$ cat src/rtl/gpio_pkg.sv
package gpio_pkg;
  localparam int unsigned REG_W = 32;
  localparam int unsigned IDX_W = 3;

  typedef enum logic [IDX_W-1:0] {
    SEL_DOUT = 3'd0,
    SEL_DIR  = 3'd1,
    SEL_PADS = 3'd2,
    SEL_CLO  = 3'd3,
    SEL_CHI  = 3'd4,
    SEL_MASK = 3'd5,
    SEL_STAT = 3'd6,
    SEL_BOTH = 3'd7
  } reg_sel_e;

  typedef enum logic [1:0] {
    TRIG_LOW  = 2'b00,
    TRIG_HIGH = 2'b01,
    TRIG_RISE = 2'b10,
    TRIG_FALL = 2'b11
  } trig_e;
endpackage

$ cat src/rtl/gpio_sync.sv
module gpio_sync #(
  parameter int unsigned W      = 32,
  parameter int unsigned STAGES = 2
) (
  input  logic         clk,
  input  logic         rst,
  input  logic [W-1:0] d,
  output logic [W-1:0] q
);
  logic [W-1:0] stg [STAGES];

  always_ff @(posedge clk) begin
    if (rst) begin
      for (int i = 0; i < STAGES; i++) stg[i] <= '0;
    end else begin
      stg[0] <= d;
      for (int i = 1; i < STAGES; i++) stg[i] <= stg[i-1];
    end
  end

  assign q = stg[STAGES-1];
endmodule

$ cat src/rtl/gpio_detect.sv
module gpio_detect
  import gpio_pkg::*;
#(
  parameter int unsigned NPINS = REG_W
) (
  input  logic             clk,
  input  logic             rst,
  input  logic [NPINS-1:0] cur,
  input  logic [NPINS-1:0] cfg_lo,
  input  logic [NPINS-1:0] cfg_hi,
  input  logic [NPINS-1:0] both,
  output logic [NPINS-1:0] hit
);
  localparam int unsigned HALF = NPINS / 2;

  logic [NPINS-1:0] prev_q;

  always_ff @(posedge clk) begin
    if (rst) prev_q <= '0;
    else     prev_q <= cur;
  end

  for (genvar p = 0; p < NPINS; p++) begin : g_pin
    logic [1:0] code;
    logic       h;

    if (p < HALF) begin : g_lo
      assign code = cfg_lo[2*p +: 2];
    end else begin : g_hi
      assign code = cfg_hi[2*(p-HALF) +: 2];
    end

    always_comb begin
      if (both[p]) begin
        h = cur[p] ^ prev_q[p];
      end else begin
        case (trig_e'(code))
          TRIG_LOW:  h = ~cur[p];
          TRIG_HIGH: h = cur[p];
          TRIG_RISE: h = cur[p] & ~prev_q[p];
          TRIG_FALL: h = ~cur[p] & prev_q[p];
        endcase
      end
    end

    assign hit[p] = h;
  end
endmodule

$ cat src/rtl/gpio_regs.sv
module gpio_regs
  import gpio_pkg::*;
#(
  parameter int unsigned NPINS = REG_W
) (
  input  logic             clk,
  input  logic             rst,
  input  logic             req,
  input  logic             req_wr,
  input  logic [IDX_W-1:0] req_idx,
  input  logic [NPINS-1:0] req_wdata,
  input  logic [NPINS-1:0] pads,
  input  logic [NPINS-1:0] hit,
  output logic [NPINS-1:0] dout,
  output logic [NPINS-1:0] dir,
  output logic [NPINS-1:0] cond_lo,
  output logic [NPINS-1:0] cond_hi,
  output logic [NPINS-1:0] both,
  output logic [NPINS-1:0] mask,
  output logic [NPINS-1:0] stat,
  output logic [NPINS-1:0] rdata,
  output logic             irq
);
  reg_sel_e         sel;
  logic             wr_en, rd_en;
  logic [NPINS-1:0] clr;
  logic [NPINS-1:0] dout_q, dir_q, clo_q, chi_q, both_q, mask_q, stat_q;
  logic [NPINS-1:0] rd_mux;
  logic [NPINS-1:0] rdata_q;
  logic             irq_q;

  assign sel   = reg_sel_e'(req_idx);
  assign wr_en = req & req_wr;
  assign rd_en = req & ~req_wr;
  assign clr   = (wr_en && sel == SEL_STAT) ? req_wdata : '0;

  always_ff @(posedge clk) begin
    if (rst) begin
      dout_q <= '0;
      dir_q  <= '0;
      clo_q  <= '0;
      chi_q  <= '0;
      both_q <= '0;
      mask_q <= '0;
    end else if (wr_en) begin
      case (sel)
        SEL_DOUT: dout_q <= req_wdata;
        SEL_DIR:  dir_q  <= req_wdata;
        SEL_CLO:  clo_q  <= req_wdata;
        SEL_CHI:  chi_q  <= req_wdata;
        SEL_MASK: mask_q <= req_wdata;
        SEL_BOTH: both_q <= req_wdata;
        default:  ;
      endcase
    end
  end

  // sticky status: a detection outranks a clear in the same cycle
  always_ff @(posedge clk) begin
    if (rst) stat_q <= '0;
    else     stat_q <= (stat_q & ~clr) | hit;
  end

  always_ff @(posedge clk) begin
    if (rst) irq_q <= 1'b0;
    else     irq_q <= |(stat_q & mask_q);
  end

  always_comb begin
    case (sel)
      SEL_DOUT: rd_mux = dout_q;
      SEL_DIR:  rd_mux = dir_q;
      SEL_PADS: rd_mux = pads;
      SEL_CLO:  rd_mux = clo_q;
      SEL_CHI:  rd_mux = chi_q;
      SEL_MASK: rd_mux = mask_q;
      SEL_STAT: rd_mux = stat_q;
      SEL_BOTH: rd_mux = both_q;
    endcase
  end

  always_ff @(posedge clk) begin
    if (rst)        rdata_q <= '0;
    else if (rd_en) rdata_q <= rd_mux;
  end

  assign dout    = dout_q;
  assign dir     = dir_q;
  assign cond_lo = clo_q;
  assign cond_hi = chi_q;
  assign both    = both_q;
  assign mask    = mask_q;
  assign stat    = stat_q;
  assign rdata   = rdata_q;
  assign irq     = irq_q;
endmodule

$ cat src/rtl/gpio_irq_port.sv
module gpio_irq_port
  import gpio_pkg::*;
#(
  parameter int unsigned NPINS     = REG_W,
  parameter int unsigned SYNC_STGS = 2
) (
  input  logic             clk,
  input  logic             rst,
  input  logic             req,
  input  logic             req_wr,
  input  logic [IDX_W-1:0] req_idx,
  input  logic [NPINS-1:0] req_wdata,
  output logic [NPINS-1:0] rsp_rdata,
  input  logic [NPINS-1:0] pad_in,
  output logic [NPINS-1:0] pad_out,
  output logic [NPINS-1:0] pad_oe,
  output logic             irq
);
  logic [NPINS-1:0] pads_s, hit_w;
  logic [NPINS-1:0] clo_w, chi_w, both_w, mask_w, stat_w;

  gpio_sync #(.W(NPINS), .STAGES(SYNC_STGS)) u_sync (
    .clk (clk),
    .rst (rst),
    .d   (pad_in),
    .q   (pads_s)
  );

  gpio_detect #(.NPINS(NPINS)) u_detect (
    .clk    (clk),
    .rst    (rst),
    .cur    (pads_s),
    .cfg_lo (clo_w),
    .cfg_hi (chi_w),
    .both   (both_w),
    .hit    (hit_w)
  );

  gpio_regs #(.NPINS(NPINS)) u_regs (
    .clk       (clk),
    .rst       (rst),
    .req       (req),
    .req_wr    (req_wr),
    .req_idx   (req_idx),
    .req_wdata (req_wdata),
    .pads      (pads_s),
    .hit       (hit_w),
    .dout      (pad_out),
    .dir       (pad_oe),
    .cond_lo   (clo_w),
    .cond_hi   (chi_w),
    .both      (both_w),
    .mask      (mask_w),
    .stat      (stat_w),
    .rdata     (rsp_rdata),
    .irq       (irq)
  );
endmodule

$ cat config.mk
export PLATFORM = sky130hd
export DESIGN_NAME = gpio_irq_port
export DESIGN_NICKNAME = d
export VERILOG_FILES = /design/src/rtl/gpio_pkg.sv /design/src/rtl/gpio_sync.sv /design/src/rtl/gpio_detect.sv /design/src/rtl/gpio_regs.sv /design/src/rtl/gpio_irq_port.sv
export SDC_FILE = /design/constraint.sdc
export NUM_CORES = 1
export LEC_CHECK = 0
export BUFFER_PORTS_ARGS = -buffer_cell sky130_fd_sc_hd__buf_2
export CAP_MARGIN = 20
export CORE_MARGIN = 4
export CORE_UTILIZATION = 40
export CTS_CLUSTER_SIZE = 25
export DETAILED_ROUTE_END_ITERATION = 10
export SYNTH_ARGS = -nofsm -noshare
export SYNTH_HDL_FRONTEND = slang
export SYNTH_SLANG_ARGS = --single-unit
$ cat constraint.sdc
create_clock -name clk -period 1.5 [get_ports clk]
set_input_delay 0.075 -clock clk [delete_from_list [all_inputs] [get_ports clk]]
set_output_delay 0.075 -clock clk [all_outputs]
set_load 0.005 [all_outputs]
==> flow_metrics.py <==
metrics = {
    "power": {
        "power_mw": 21.94,
        "power_leakage_nw": 8.206,
        "ir_drop_uv": 844.1,
        "power.density_nw_per_um2": 1059,
    },
    "worst_setup_path": {
        "max_stage_delay_ns": 0.36,
        "r2r_cells": 5,
        "worstReg2RegEnd": "u_regs.irq$_SDFF_PP0_",
        "endpoint_kind": "flop",
        "critical-path-slowest-cell": "nor4_4",
        "path_delay_family": "simple AND/OR/NAND/NOR gates",
        "critPathMaxFanout": 3,
        "rrSetupSlack_ns": -0.004,
        "required_ns": 1.95,
        "r2r-start": "u_regs.mask[21]$_SDFFE_PP0P_",
        "start_kind": "flop",
        "cp_cell_sequence": "a22oi_1 > nand4_1 > nor4_4 > buf_4 > nor2_1",
        "path_class": "flop to flop",
        "path_buf_inv": 1,
        "cp_data_arrival_time_ns": 1.95,
    },
    "layout": {
        "diodes": 0,
        "utilization": 0.5039,
        "synthToLayoutAreaGrowth_pct": 23.51,
        "largest_register_ffs": 64,
        "fin_nets": 2383,
        "fillCellCount": 3973,
        "fin_cells": 2810,
        "final_area_sq_um": 20710,
        "layout-drive-gt1-share": 0.2015,
        "regMostFlops": "u_sync.stg",
    },
    "placement": {
        "place_inst": 2672,
        "place_ws_ns": -0.1754,
        "postPlaceCellArea_sq_um": 18720,
        "dp_hpwl_mm": 42.57,
        "gp_congestion": 0.9438,
        "io_buffers": 167,
    },
    "job": {
        "max_cap_viol_count": 0,
    },
    "timing": {
        "slew_viol_final": 0,
        "slew-limit-headroom": 0.6765,
        "finalHoldViolCount": 0,
        "fin_skew_ns": 0.01502,
        "min_period_ns": 1.504,
        "fmax_mhz": 664.9,
        "hold_ws_ns": 0.1338,
        "worst_slack_ns": -0.003960,
        "setup_viol": 1,
        "worstMarginPinSlew_ns": 0.4837,
        "rsz0062_at_grt": "true",
        "min_period_over_period": 1.003,
        "setup-tns-final_ns": -0.003960,
    },
    "routing": {
        "wire_per_inst_microns": 21.33,
        "viasPerCell": 5.552,
        "route.detailed.drc": 0,
        "firstDrtPassIters": 5,
        "vias": 15600,
        "ant_nets": 0,
        "wl_mm": 59.94,
        "drt_first_iter_violations": 1338,
    },
    "clock_tree": {
        "cts_root_buf": "clkbuf_16",
        "cts_buffers": 40,
        "htree_levels": 2,
        "cts_sinks": 353,
        "clk_pin_slew_ns": 0.06,
        "cts_buffer_depth": 3,
        "cts_tree": "yes",
        "clock_latency_ns": 0.57,
        "post_cts_buffers": 0,
    },
    "logic_synthesis": {
        "async_flop_share": 0,
        "synth_area_sq_um": 16770,
        "postSynthAreaPerCell_sq_um": 8.382,
        "synth_warnings": 0,
        "netlist_instances": 2001,
        "synth-edff-count": 0,
        "syn_nets": 2136,
        "synthDistinctLibCells": 54,
        "yosys_most_used_dff": "dfxtp_1",
        "synth-seq-cells": 353,
        "ys_seq_area_frac": 0.4213,
    },
    "global_routing": {
        "grt_max_degree": 81,
        "antenna_found_initial": 0,
        "grt_first_pass_wirelength_mm": 90.85,
        "grt_pass1_vias": 15040,
        "track_usage": 0.2601,
        "overflow": 0,
    },
    "min_path": {
        "hold_depth": 4,
        "worstHoldEndpoint": "u_regs.rdata[26]$_SDFFE_PP0P_",
        "hold_start": "req_idx[1]",
        "min_path_type": "primary input to flop",
    },
    "floorplanning": {
        "initial_core_util": 0.4080,
        "die_area_sq_um": 45270,
        "dieHeight_microns": 212.8,
        "core_sq_um": 41110,
        "fp.dieW_microns": 212.8,
        "num_rows": 74,
        "num_io_pins": 168,
    },
    "status": {
        "status": "finished, violations left",
        "violations": "negative setup slack",
    },
}
report_power, final:
group          switching (mW)  leakage [nW]  total [mW]  internal (mW)
sequential              0.285          2.88        9.96           9.68
combinational            1.34          4.69        2.34           1.01
clock                    4.03         0.628        9.63           5.61
total                    5.65          8.21        21.9           16.3
cell families (layout without fill, tap and decap cells):
family,count (synthesis),in the layout,share of synthesized area
compound gates,551,551,0.2353
mux,22,22,0.01477
buf+inv,235,512,0.06833
xor+xnor,2,2,0.001045
simple gates,774,774,0.2115
flops,353,353,0.4213
fa+ha+maj,64,64,0.04774
metal layers:
metal	global-route usage	part of all wire
met5	0	0
met4	0.08485	0.034
met3	0.04026	0.068
met1	0.3556	0.44
met2	0.4242	0.46
layout make-up:
cell class / instances / area [sq um] / area share
Clock inverter: 11 / 90.09 / 0.004349
Inverter: 94 / 357.8 / 0.01727
Multi-Input combinational cell: 1413 / 8622 / 0.4162
Tap cell: 532 / 665.6 / 0.03213
Clock buffer: 61 / 1181 / 0.05702
Timing Repair Buffer: 346 / 2720 / 0.1313
Sequential cell: 353 / 7078 / 0.3417
repair_timing:
item                                    4_1_cts  5_1_grt
hold buffers                                 66        0
pin swaps                                     2        6
resized for setup                             3       20
hold endpoints to repair                    255        0
endpoints found under the setup margin        1       14
worst register-to-register path: stages, from the launching register on:
cell	delay, ns
dfxtp_1	0.33
a22oi_1	0.28
nand4_1	0.20
nor4_4	0.36
buf_4	0.18
nor2_1	0.04
layout by cell type, fill, tap and decap left out, types with 11 or more instances in the layout:
master / count
buf_12: 29
ha_1: 64
nand3_1: 34
nor2_1: 135
nor2_2: 11
a211oi_1: 19
dfxtp_1: 344
nand2_1: 404
clkbuf_16: 41
inv_1: 91
nor2b_1: 95
a2bb2oi_2: 23
a211o_1: 17
a22o_1: 60
nand2b_1: 58
buf_4: 85
buf_2: 165
a31oi_1: 13
clkbuf_1: 12
dlygate4sd3_1: 66
a21oi_1: 284
o221ai_1: 20
a2111oi_2: 30
a2111oi_0: 12
mux2i_1: 18
or3b_2: 12
o21ai_0: 28
how the worst max path moves through the flow:
stage	start	to	slack, ns	cells past startpoint
2_1_floorplan	u_sync.stg[0][63]$_SDFF_PP0_	u_regs.stat[31]$_SDFF_PP0_	0.22	5
3_3_place_gp	req_idx[1]	u_regs.dout[22]$_SDFFE_PP0P_	-0.14	8
6_report	u_regs.mask[21]$_SDFFE_PP0P_	u_regs.irq$_SDFF_PP0_	-0.004	5
4_1_cts	u_regs.cond_hi[17]$_SDFFE_PP0P_	u_regs.rdata[17]$_SDFFE_PP0P_	0.007	4
5_1_grt	u_regs.mask[18]$_SDFFE_PP0P_	u_regs.irq$_SDFF_PP0_	-0.03	5
3_5_place_dp	u_regs.stat[28]$_SDFF_PP0_	u_regs.irq$_SDFF_PP0_	-0.18	5
cell usage after synthesis (4+ instances only):
cell type / number / area share
a2111oi_2: 30 / 0.027
ha_1: 64 / 0.048
a2bb2oi_1: 7 / 0.0037
o21ai_0: 31 / 0.0093
nand2_1: 404 / 0.090
o221ai_2: 9 / 0.0081
buf_2: 57 / 0.017
or3b_2: 12 / 0.0063
nor2_2: 11 / 0.0041
buf_4: 10 / 0.0045
nor2_1: 135 / 0.030
nand2b_1: 58 / 0.022
a211o_1: 17 / 0.0089
a2bb2oi_2: 23 / 0.021
a211oi_1: 19 / 0.0085
a22oi_1: 16 / 0.0072
dfxtp_1: 353 / 0.42
a22o_1: 60 / 0.031
nand4_1: 4 / 0.0015
clkbuf_1: 54 / 0.012
nor2b_1: 97 / 0.036
a21oi_1: 284 / 0.085
inv_1: 92 / 0.021
buf_6: 12 / 0.0081
mux2i_1: 18 / 0.011
nand3_1: 34 / 0.010
a31oi_1: 13 / 0.0048
a2111oi_0: 13 / 0.0068
o221ai_1: 21 / 0.011
buf_1: 4 / 0.00089
No activity file was read; power rests on OpenSTA's default activity.
